$ cat src/rtl/hold_gate_pkg.sv
package hold_gate_pkg;
  // Strobes from the control to the datapath for one cycle
  typedef struct packed {
    logic forceClear; // unconditional drive towards 0
    logic trySet;     // thresholded drive towards 1
    logic tryClear;   // thresholded drive towards 0
  } gate_strobe_t;
endpackage

$ cat src/rtl/hold_gate_ctrl.sv
module hold_gate_ctrl #(
  parameter bit FEEDBACK_MODE = 1'b1
) (
  input  logic clearPhase,
  input  logic evalPulse,
  input  logic gateState,
  output hold_gate_pkg::gate_strobe_t strobes
);
  always_comb begin
    if (FEEDBACK_MODE) begin
      // Only the path that opposes the present state is enabled
      strobes.forceClear = 1'b0;
      strobes.trySet     = evalPulse & ~gateState;
      strobes.tryClear   = evalPulse & gateState;
    end else begin
      // Clear phase, then a set-only evaluation; both at once do nothing
      strobes.forceClear = clearPhase & ~evalPulse;
      strobes.trySet     = evalPulse & ~clearPhase;
      strobes.tryClear   = 1'b0;
    end
  end
endmodule

$ cat src/rtl/hold_gate_datapath.sv
module hold_gate_datapath #(
  parameter int NUM_IN = 4,
  parameter int CNT_W  = 16
) (
  input  logic                     clk,
  input  logic                     rstN,
  input  logic [NUM_IN-1:0]        dataIn,
  input  logic                     cfgFamily,
  input  logic                     cfgInvert,
  input  hold_gate_pkg::gate_strobe_t strobes,
  output logic                     gateState,
  output logic [CNT_W-1:0]         driveCount
);
  localparam int VOTE_W = $clog2(2 * NUM_IN);
  localparam logic [VOTE_W-1:0] THRESH = VOTE_W'(NUM_IN);
  localparam logic [VOTE_W-1:0] WEIGHT = VOTE_W'(NUM_IN - 1);

  function automatic logic [VOTE_W-1:0] popCount(input logic [NUM_IN-1:0] v);
    logic [VOTE_W-1:0] acc;
    acc = '0;
    for (int i = 0; i < NUM_IN; i++) acc = acc + VOTE_W'(v[i]);
    return acc;
  endfunction

  logic [NUM_IN-1:0] effIn;
  logic [VOTE_W-1:0] setVotes, clrVotes;
  logic setMet, clrMet, nextState, driveActive;

  assign effIn    = cfgInvert ? ~dataIn : dataIn;
  // The family weight joins the set voters, or its complement joins the clear voters
  assign setVotes = popCount(effIn)  + (cfgFamily ? WEIGHT : '0);
  assign clrVotes = popCount(~effIn) + (cfgFamily ? '0 : WEIGHT);
  assign setMet   = setVotes >= THRESH;
  assign clrMet   = clrVotes >= THRESH;

  always_comb begin
    nextState   = gateState;
    driveActive = 1'b0;
    if (strobes.forceClear) begin
      nextState   = 1'b0;
      driveActive = 1'b1;
    end else if (strobes.trySet && setMet) begin
      nextState   = 1'b1;
      driveActive = 1'b1;
    end else if (strobes.tryClear && clrMet) begin
      nextState   = 1'b0;
      driveActive = 1'b1;
    end
  end

  always_ff @(posedge clk or negedge rstN) begin
    if (!rstN) begin
      gateState  <= 1'b0;
      driveCount <= '0;
    end else begin
      gateState <= nextState;
      if (driveActive) driveCount <= driveCount + 1'b1;
    end
  end
endmodule

$ cat src/rtl/reconfig_hold_gate.sv
module reconfig_hold_gate #(
  parameter int NUM_IN        = 4,
  parameter int CNT_W         = 16,
  parameter bit FEEDBACK_MODE = 1'b1
) (
  input  logic              clk,
  input  logic              rstN,
  input  logic [NUM_IN-1:0] dataIn,
  input  logic              cfgFamily,
  input  logic              cfgInvert,
  input  logic              clearPhase,
  input  logic              evalPulse,
  output logic              gateOut,
  output logic [CNT_W-1:0]  driveCount
);
  hold_gate_pkg::gate_strobe_t strobes;

  hold_gate_ctrl #(.FEEDBACK_MODE(FEEDBACK_MODE)) u_ctrl (
    .clearPhase(clearPhase),
    .evalPulse (evalPulse),
    .gateState (gateOut),
    .strobes   (strobes)
  );

  hold_gate_datapath #(.NUM_IN(NUM_IN), .CNT_W(CNT_W)) u_dp (
    .clk       (clk),
    .rstN      (rstN),
    .dataIn    (dataIn),
    .cfgFamily (cfgFamily),
    .cfgInvert (cfgInvert),
    .strobes   (strobes),
    .gateState (gateOut),
    .driveCount(driveCount)
  );
endmodule

$ cat config.mk
export PLATFORM = sky130hd
export DESIGN_NAME = reconfig_hold_gate
export DESIGN_NICKNAME = d
export VERILOG_FILES = /design/src/rtl/hold_gate_pkg.sv /design/src/rtl/hold_gate_ctrl.sv /design/src/rtl/hold_gate_datapath.sv /design/src/rtl/reconfig_hold_gate.sv
export SDC_FILE = /design/constraint.sdc
export NUM_CORES = 1
export LEC_CHECK = 0
export ABC_AREA = 1
export BUFFER_PORTS_ARGS = -buffer_cell sky130_fd_sc_hd__buf_2
export CAP_MARGIN = 20
export CORE_ASPECT_RATIO = 1.2
export CORE_MARGIN = 8
export CORE_UTILIZATION = 45
export DETAILED_ROUTE_END_ITERATION = 7
export HOLD_SLACK_MARGIN = 0.1
export MAX_ROUTING_LAYER = met4
export PLACE_DENSITY_LB_ADDON = 0.08
export REMOVE_ABC_BUFFERS = 1
export SLEW_MARGIN = 10
export SYNTH_ARGS = -nofsm -noshare
export SYNTH_HDL_FRONTEND = slang
export SYNTH_SLANG_ARGS = --single-unit
$ cat constraint.sdc
create_clock -name clk -period 1.75 [get_ports clk]
set_input_delay 0.35 -clock clk [delete_from_list [all_inputs] [get_ports clk]]
set_output_delay 0.35 -clock clk [all_outputs]
set_load 0.02 [all_outputs]
---- Word-level counts from Yosys, hierarchy flattened ----
Cells that the tools add are included.
cells by class
  mux-type cells .......................... 7
  add/sub/neg operators ................... 9
  bitwise logic cells ..................... 5
  $lt $le $gt $ge ......................... 2
  reductions and logical operators ........ 3
operator list
  cell                                                             count
  16-bit by 1-bit adder with 16-bit output, second input constant  1
  3-bit by 1-bit adder with 3-bit output                           4
  4-bit NOT                                                        2
  3-bit adder                                                      2
  3-bit >= comparator, second input constant                       2
  1-bit by 1-bit adder with 2-bit output                           2
  1-bit two-way mux                                                4
  2-bit two-way mux                                                2
  4-bit two-way mux                                                1
  1-bit bitwise AND                                                2
  1-bit logical AND                                                2
  2-bit nonzero test                                               1
  1-bit NOT                                                        1
word-level totals
  register bits ........................... 17
  output and inout port bits .............. 17
  bits of input ports ..................... 10

---- Depth between registers and ports, before layout ----
Gate-level depths: netlist of the first run.
  word-level depth ........................ 11
  mapped depth ............................ 16

---- Cells and area by module ----
From an unflattened synthesis of the first run, not the netlist that was laid out.
unflattened totals
  cell total of the unflattened synthesis .. 165
  area total of the unflattened synthesis .. 1,260.0 µm²
by module, submodules not included
  module              times used  area each (µm²)  cells an instance
  hold_gate_datapath  1           1,231.2          159
  hold_gate_ctrl      1           28.8             6

---- Worst setup path after synthesis of the first run ----
Ideal clock, no wire load.
  kind .................................... input -> register
  start ................................... input port cfgInvert
  end ..................................... register u_dp.driveCount[5]
  path slack .............................. -0.373 ns
  stages on the path ...................... 14
  arrival time ............................ 2.006 ns
  path buffers ............................ 2
  library setup time ...................... 0.117 ns
  path through ............................ buf_6 xor2_1 inv_1 nor2_1 ha_1 ha_1 inv_1 nor2_1 nand3_2 nand3_1 nand3_4 clkbuf_4 nand3_1 nand2_1
between the ends
  word-level cells in the longest chain between the ends .. 10
RTL lines
  what                                                 RTL line                  RTL
  from (decl)                                          reconfig_hold_gate.sv:10  input logic cfgInvert,
  4-bit two-way mux (*)                                hold_gate_datapath.sv:29  assign effIn = cfgInvert ? ~dataIn : dataIn;
  4-bit NOT                                            hold_gate_datapath.sv:32  assign clrVotes = popCount(~effIn) + (cfgFamily ? '0 : WEIGHT);
  1-bit by 1-bit adder with 2-bit output               hold_gate_datapath.sv:21  for (int i = 0; i < NUM_IN; i++) acc = acc + VOTE_W'(v[i]);
  3-bit by 1-bit adder with 3-bit output (2 in a row)  hold_gate_datapath.sv:21
  3-bit adder                                          hold_gate_datapath.sv:32
  3-bit >= comparator                                  hold_gate_datapath.sv:34  assign clrMet = clrVotes >= THRESH;
  1-bit logical AND                                    hold_gate_datapath.sv:45  end else if (strobes.tryClear && clrMet) begin
  1-bit two-way mux                                    hold_gate_datapath.sv:45
  1-bit two-way mux (*)                                hold_gate_datapath.sv:42  end else if (strobes.trySet && setMet) begin
  to (signal assigned)                                 hold_gate_datapath.sv:57  if (driveActive) driveCount <= driveCount + 1'b1;
  to (decl)                                            hold_gate_datapath.sv:12  output logic [CNT_W-1:0] driveCount
Every way passes the cells marked *; elsewhere a longest branch is shown, timed or not.
A chain may end at the register's enable or synchronous reset.

---- Worst setup path after layout of the first run ----
  start ................................... input port dataIn[1]
  end ..................................... register u_dp.driveCount[3]
between the ends
  word-level cells in the longest chain between the ends .. 11
RTL lines
  what                                                 RTL line                  RTL
  from (decl)                                          reconfig_hold_gate.sv:8   input logic [NUM_IN-1:0] dataIn,
  4-bit NOT                                            hold_gate_datapath.sv:29
  4-bit two-way mux (*)                                hold_gate_datapath.sv:29
  4-bit NOT                                            hold_gate_datapath.sv:32
  1-bit by 1-bit adder with 2-bit output               hold_gate_datapath.sv:21
  3-bit by 1-bit adder with 3-bit output (2 in a row)  hold_gate_datapath.sv:21
  3-bit adder                                          hold_gate_datapath.sv:32
  3-bit >= comparator                                  hold_gate_datapath.sv:34
  1-bit logical AND                                    hold_gate_datapath.sv:45
  1-bit two-way mux                                    hold_gate_datapath.sv:45
  1-bit two-way mux (*)                                hold_gate_datapath.sv:42
Marked as above.

==> metrics.txt, run 1 <==
warnings from Yosys=0; TritonCTS buffer count=3; RSZ-0062 raised after global routing=true; CTS H-tree lvls=1; Seq cells post-synth=17; Gate Count Post-Synth=180; Hold Crit Class=input pin to async pin; DP Wirelength=2530 um; min Tclk post-route=a little under 2 ns; Worst setup SP type=input pin; synth unique cells=22; Place WS=-0.595 ns; most frequent cells in the layout=nand2_1, buf_2, inv_1, dfrtp_1; Placed Instances=around 250; Lkg Pwr=0.957 nW; root buffer cell=clkbuf_4; Sink Count=17; first-pass GRT wire length=5690 um; total number of vias=1,279; Crit Path Class=input pin to register; combinational power share=approximately 51%; Clk pwr share=14.4%; IO buf count=25; Clock Latency Late Sink=approximately 0.3 ns; vias per cell=5.06; Routed Antenna Nets=0; Synth top area share=32.3%; peak supply drop=679 uV; layout cells sized above 1=40.2%; max-slew violation count=0; cell count of the worst reg-to-reg path=8; CTS tree=built; average cell area after synthesis=7.32 um^2; worst path required time=1.95 ns; Detailed Route Iter0 Violations=49; synth-to-layout area growth=43.4%; Synth area leaders=dfrtp_1, nand2_1, nand3_1, inv_1, xnor2_1; leading area contributor after synthesis=dfrtp_1; Pwr Density=around 800 nW/um^2; max-cap violations=0; register area share after synthesis=32.3%; max_slew headroom=69.3%; CP endpoint kind=register; most common cell after layout, fill and taps aside=nand2_1; period utilisation layout=110%; Routability Congestion=around 0.84; crit-path max FO=6; nets=237; Die Wd=65.4 um; Ports=27; Psw=0.665 mW; drt pass-1 iters=4; initial core utilization=a little under half; Layout Skew=0.00132 ns; die area=~4900 um^2; reg-to-reg slack, setup=0.14 ns; # Post-CTS Setup Buffers=0; fmax=520 MHz; worst r2r src=u_dp.driveCount[0]; outcome=complete, but fails checks; aggregate global-route resource usage=15.2%; final hold violations=0; routed wire length=3660 um; Cell Count, Final, Fillers Out=~250; Die Ht=75.3 um; largest net degree at the start of global routing=18; Switching Share=43.5%; final setup fails=17; Max Root-Sink Buffers=2; DR WL/cell=between 10 and 15 um; Clock transition at path regs=0.10 ns; Power Internal=0.863 mW; ANT cells=0; initial antenna violation count=0; failing checks=setup timing; vias in the first global route=1,264; DRC Markers=0; mapped cell area=1320 um^2; total grt overflow=0; capturing point of the worst reg2reg path=u_dp.driveCount[14]; Worst Tran Pin Value=between 0.4 and 0.5 ns; Core ar.=2790 um^2; # rows=21; WP data arrival=around 2.1 ns; Reg power frac=34.8%; worst setup margin=-0.173 ns
## metal layers
metal  vias up  part of all wire [%]  GRT usage (%)
met5         -                     0              -
met4         0                   1.8           5.58
met3         7                   3.1           2.23
met2        27                    57           28.7
met1       613                    39           15.5
li1        632                     -              -
## timing repair
item,4_1_cts,5_1_grt
pin swaps,37,10
endpoints found under the setup margin,17,17
hold endpoints to repair,17,0
hold buffers,1,0
gates cloned,0,1
resized for setup,45,17
## worst max path at each step
stage / cells after the start / end / start
floorplan: 12 / u_dp.driveCount[6] / dataIn[0]
global placement: 13 / u_dp.gateState / dataIn[0]
detailed placement: 13 / u_dp.gateState / dataIn[0]
CTS: 14 / u_dp.gateState / cfgInvert
global route: 14 / u_dp.driveCount[9] / cfgInvert
finish: 15 / u_dp.driveCount[3] / dataIn[1]
## cell type report
| type | instances | area [um^2] |
|---|---|---|
| Inverter | 22 | 82.6 |
| Fill cell | 238 | 896 |
| Multi-Input combinational cell | 138 | 1030 |
| Timing Repair Buffer | 38 | 283 |
| Sequential cell | 17 | 425 |
| Clock buffer | 4 | 26.3 |
| Tap cell | 34 | 42.5 |
## kinds of logic after synthesis
group | synth area share, %
flip-flops | 32.3
XOR/XNOR | 10.6
adder cells (fa/ha/maj) | 7.79
buffers and inverters | 9.40
AND/OR/NAND/NOR | 39.1
AO/OA/AOI/OAI | 0.760
## per-stage QoR
stage          hold WS (ns)  setup TNS (ns)  util [%]  total power [mW]  cell area (um^2)
5_1_grt               0.555           -4.51      67.8              1.63              1890
3_3_place_gp          0.294           -9.32      55.1              1.09              1530
6_report              0.498           -2.79      67.8              1.53              1890
2_1_floorplan        0.0544           -5.86         -             0.879              1280
4_1_cts               0.516           -2.64      63.5              1.44              1770
3_5_place_dp          0.302           -9.88      55.1              1.10              1530
## critical path: stages
cell and delay (ns):
buf_6 0.11, xnor2_2 0.13, buf_4 0.14, fa_2 0.36, inv_2 0.09, ha_4 0.19
inv_2 0.04, nor2_1 0.03, nand3_2 0.08, nand2_2 0.05, nand2_2 0.07, nand3_4 0.16
buf_8 0.19, nand3_2 0.06, nand2_1 0.05
## registers in the layout, indices dropped and copies added (netlist names)
signal           cells
u_dp.driveCount     16
u_dp.gateState       1
## cell usage after synthesis
cell and n:
ha_1 5, buf_8 1, nand2_4 1, buf_4 1
clkbuf_4 1, xor2_1 8, nand3_4 2, inv_1 21
and2_1 1, nand3_2 2, nand2_1 60, buf_6 1
dfrtp_1 17, nor3b_1 1, nand4_1 2, inv_2 1
o21ai_0 2, fa_1 2, nand3_1 23, nand2_2 3
xnor2_1 8, nor2_1 17
## power groups by stage
stage	clock network, mW	registers, mW	logic [mW]
2_1_floorplan	0	0.585	0.294
3_3_place_gp	0	0.519	0.570
3_5_place_dp	0	0.524	0.577
4_1_cts	0.215	0.531	0.695
5_1_grt	0.235	0.542	0.848
6_report	0.220	0.532	0.775
No activity file was read; power rests on OpenSTA's default activity.
==> run 2, diff against run 1 <==
--- a/config.mk
+++ b/config.mk
@@ -8,9 +8,11 @@
 export ABC_AREA = 1
 export BUFFER_PORTS_ARGS = -buffer_cell sky130_fd_sc_hd__buf_2
 export CAP_MARGIN = 20
+export CELL_PAD_IN_SITES_DETAIL_PLACEMENT = 2
+export CELL_PAD_IN_SITES_GLOBAL_PLACEMENT = 2
 export CORE_ASPECT_RATIO = 1.2
-export CORE_MARGIN = 8
-export CORE_UTILIZATION = 45
+export CORE_UTILIZATION = 30
+export CTS_BUF_LIST = sky130_fd_sc_hd__clkbuf_8 sky130_fd_sc_hd__clkbuf_16
 export DETAILED_ROUTE_END_ITERATION = 7
 export HOLD_SLACK_MARGIN = 0.1
 export MAX_ROUTING_LAYER = met4
==> metrics.txt, run 2 (synthesized netlist as in run 1, its figures left out) <==
Clk pwr share=18.9% (+4.5 points); number of fillers in the final layout=480 (+100%); layout cells sized above 1=42.2% (+2.0 points); Routability Congestion=0.750 (-11%); final setup fails=17 (unchanged); setup TNS=-4.70 ns (-1.91 ns); Pwr Density=856 nW/um^2 (+5.9%); Routed Antenna Nets=0 (unchanged); fmax=487 MHz (-6.4%); most common cell after layout, fill and taps aside=nand2_1; aggregate global-route resource usage=23.7% (+8.5 points); Ports=27 (unchanged); RSZ-0062 raised after global routing=true; DP Wirelength=3200 um (+27%); total number of vias=1,330 (+4.0%); final instance area=2020 um^2 (+6.8%); reg-to-reg slack, setup=0.07 ns (-0.07 ns); die area=4660 um^2 (-5.3%); Total Power=1.73 mW (+13%); Hold Crit Class=input pin to async pin; Core ar.=4230 um^2 (+52%); vias in the first global route=1,471 (+16%); Worst Tran Pin Value=0.423 ns (-0.0364 ns); register with the most flip-flops=u_dp.driveCount; CP endpoint kind=register; Psw=0.726 mW (+9.2%); Placement Cell Area=1600 um^2 (+4.2%); Cell Count, Final, Fillers Out=279 (+10%); TritonCTS buffer count=3 (unchanged); Clock transition at path regs=0.08 ns (-0.02 ns); worst path required time=1.91 ns (-0.04 ns); Power Internal=1.00 mW (+16%); Die Wd=62.5 um (-4.4%); period utilisation layout=117% (+7.6 points); Die Ht=74.6 um (-0.90%); synth-to-layout area growth=53.1%; max-slew violation count=0 (unchanged); initial core utilization=31.2% (-16 points); nets=241 (+1.7%); max-cap violations=0 (unchanged); worst setup margin=-0.305 ns (-0.133 ns); IO buf count=25 (unchanged); outcome=complete, but fails checks; vias per cell=4.77 (-5.7%); Layout Skew=0.00342 ns (+0.00209 ns); largest net degree at the start of global routing=18 (unchanged); ANT cells=0 (unchanged); Sink Count=17 (unchanged); Crit Path Class=input pin to register; drt pass-1 iters=4 (unchanged); CTS H-tree lvls=1 (unchanged); failing checks=setup timing; DRC Markers=0 (unchanged); Max Root-Sink Buffers=2 (unchanged); Lkg Pwr=1.01 nW (+5.6%); DR WL/cell=18.0 um (+24%); Worst setup SP type=input pin; root buffer cell=clkbuf_8; WP data arrival=2.21 ns (+0.09 ns); crit-path max FO=6 (unchanged); # rows=26 (+24%); Reg power frac=30.7% (-4.1 points); routed wire length=5010 um (+37%); initial antenna violation count=0 (unchanged); max_slew headroom=71.8% (+2.5 points); min Tclk post-route=2.06 ns (+0.133 ns); Place WS=-0.688 ns (-0.0926 ns); Largest regs=u_dp.driveCount x16, u_dp.gateState x1; peak supply drop=558 uV (-18%); total grt overflow=0 (unchanged); Switching Share=42.0% (-1.5 points); Clock Latency Late Sink=0.27 ns (-0.03 ns); CTS tree=built; max reg flops=16 (unchanged); first-pass GRT wire length=7850 um (+38%); final hold violations=0 (unchanged); Placed Instances=269 (+8.9%); most frequent cells in the layout=nand2_1, buf_2, inv_1, nand3_2, dfrtp_1; Detailed Route Iter0 Violations=47 (-4.1%); combinational power share=50.4% (-0.3 points)
-- run 2: timing repair --
action | 4_1_cts | 5_1_grt
buffers inserted | 3 | 0
resized for setup | 47 | 9
endpoints found under the setup margin | 17 | 17
pin swaps | 17 | 5
cloned | 2 | 0
hold buffers | 1 | 0
hold endpoints to repair | 17 | 0
-- run 2: critical path: stages --
cell     delay, ns
buf_6         0.12
xnor2_4       0.14
buf_4         0.14
fa_2          0.38
inv_2         0.08
ha_4          0.19
inv_2         0.05
nor2_2        0.03
nand3_2       0.07
nand2_2       0.06
nand2_2       0.08
nand3_4       0.10
buf_12        0.15
buf_12        0.13
nand3_2       0.07
nand2_2       0.06
-- run 2: final cells by class --
class	instances	area, um^2	share of cell area (%)
clock buffer	3	41.3	2.05
clock inverter	1	7.51	0.372
inverter	22	82.6	4.09
multi-input combinational	137	1000	49.6
sequential	17	425	21.1
tap	56	70.1	3.47
timing repair buffer	43	390	19.4
-- run 2: power by group through the flow --
| stage | clock, mW | combinational, mW | sequential [mW] |
|---|---|---|---|
| floorplan | 0 | 0.294 | 0.585 |
| global placement | 0 | 0.592 | 0.524 |
| detailed placement | 0 | 0.629 | 0.532 |
| CTS | 0.335 | 0.841 | 0.531 |
| global route | 0.353 | 0.941 | 0.540 |
| finish | 0.327 | 0.870 | 0.530 |
-- run 2: final timing paths --
| check | to | startpoint | cells after the start |
|---|---|---|---|
| worst max-delay path | u_dp.driveCount[5] | dataIn[1] | 16 |
| min in group clk | u_dp.gateState | u_dp.gateState | 2 |
| worst min register to register | u_dp.gateState | u_dp.gateState | 2 |
| max in group asynchronous | u_dp.driveCount[11] | rstN | 2 |
| worst max register to register | u_dp.driveCount[10] | u_dp.driveCount[0] | 8 |
| worst min-delay path | u_dp.driveCount[6] | rstN | 2 |
-- run 2: routing by layer --
metal	vias to the layer above	GRT usage (%)	share of wire [%]
li1	644	-	-
met1	657	28.0	43
met2	21	41.4	53
met3	8	1.99	1.9
met4	0	10.6	2.4
met5	-	-	0
-- run 2: through the flow --
step           utilization (%)  hold slack, ns
2_1_floorplan                -          0.0544
3_3_place_gp              37.8           0.297
3_5_place_dp              37.8           0.308
4_1_cts                   46.6           0.556
5_1_grt                   47.7           0.571
6_report                  47.7           0.541
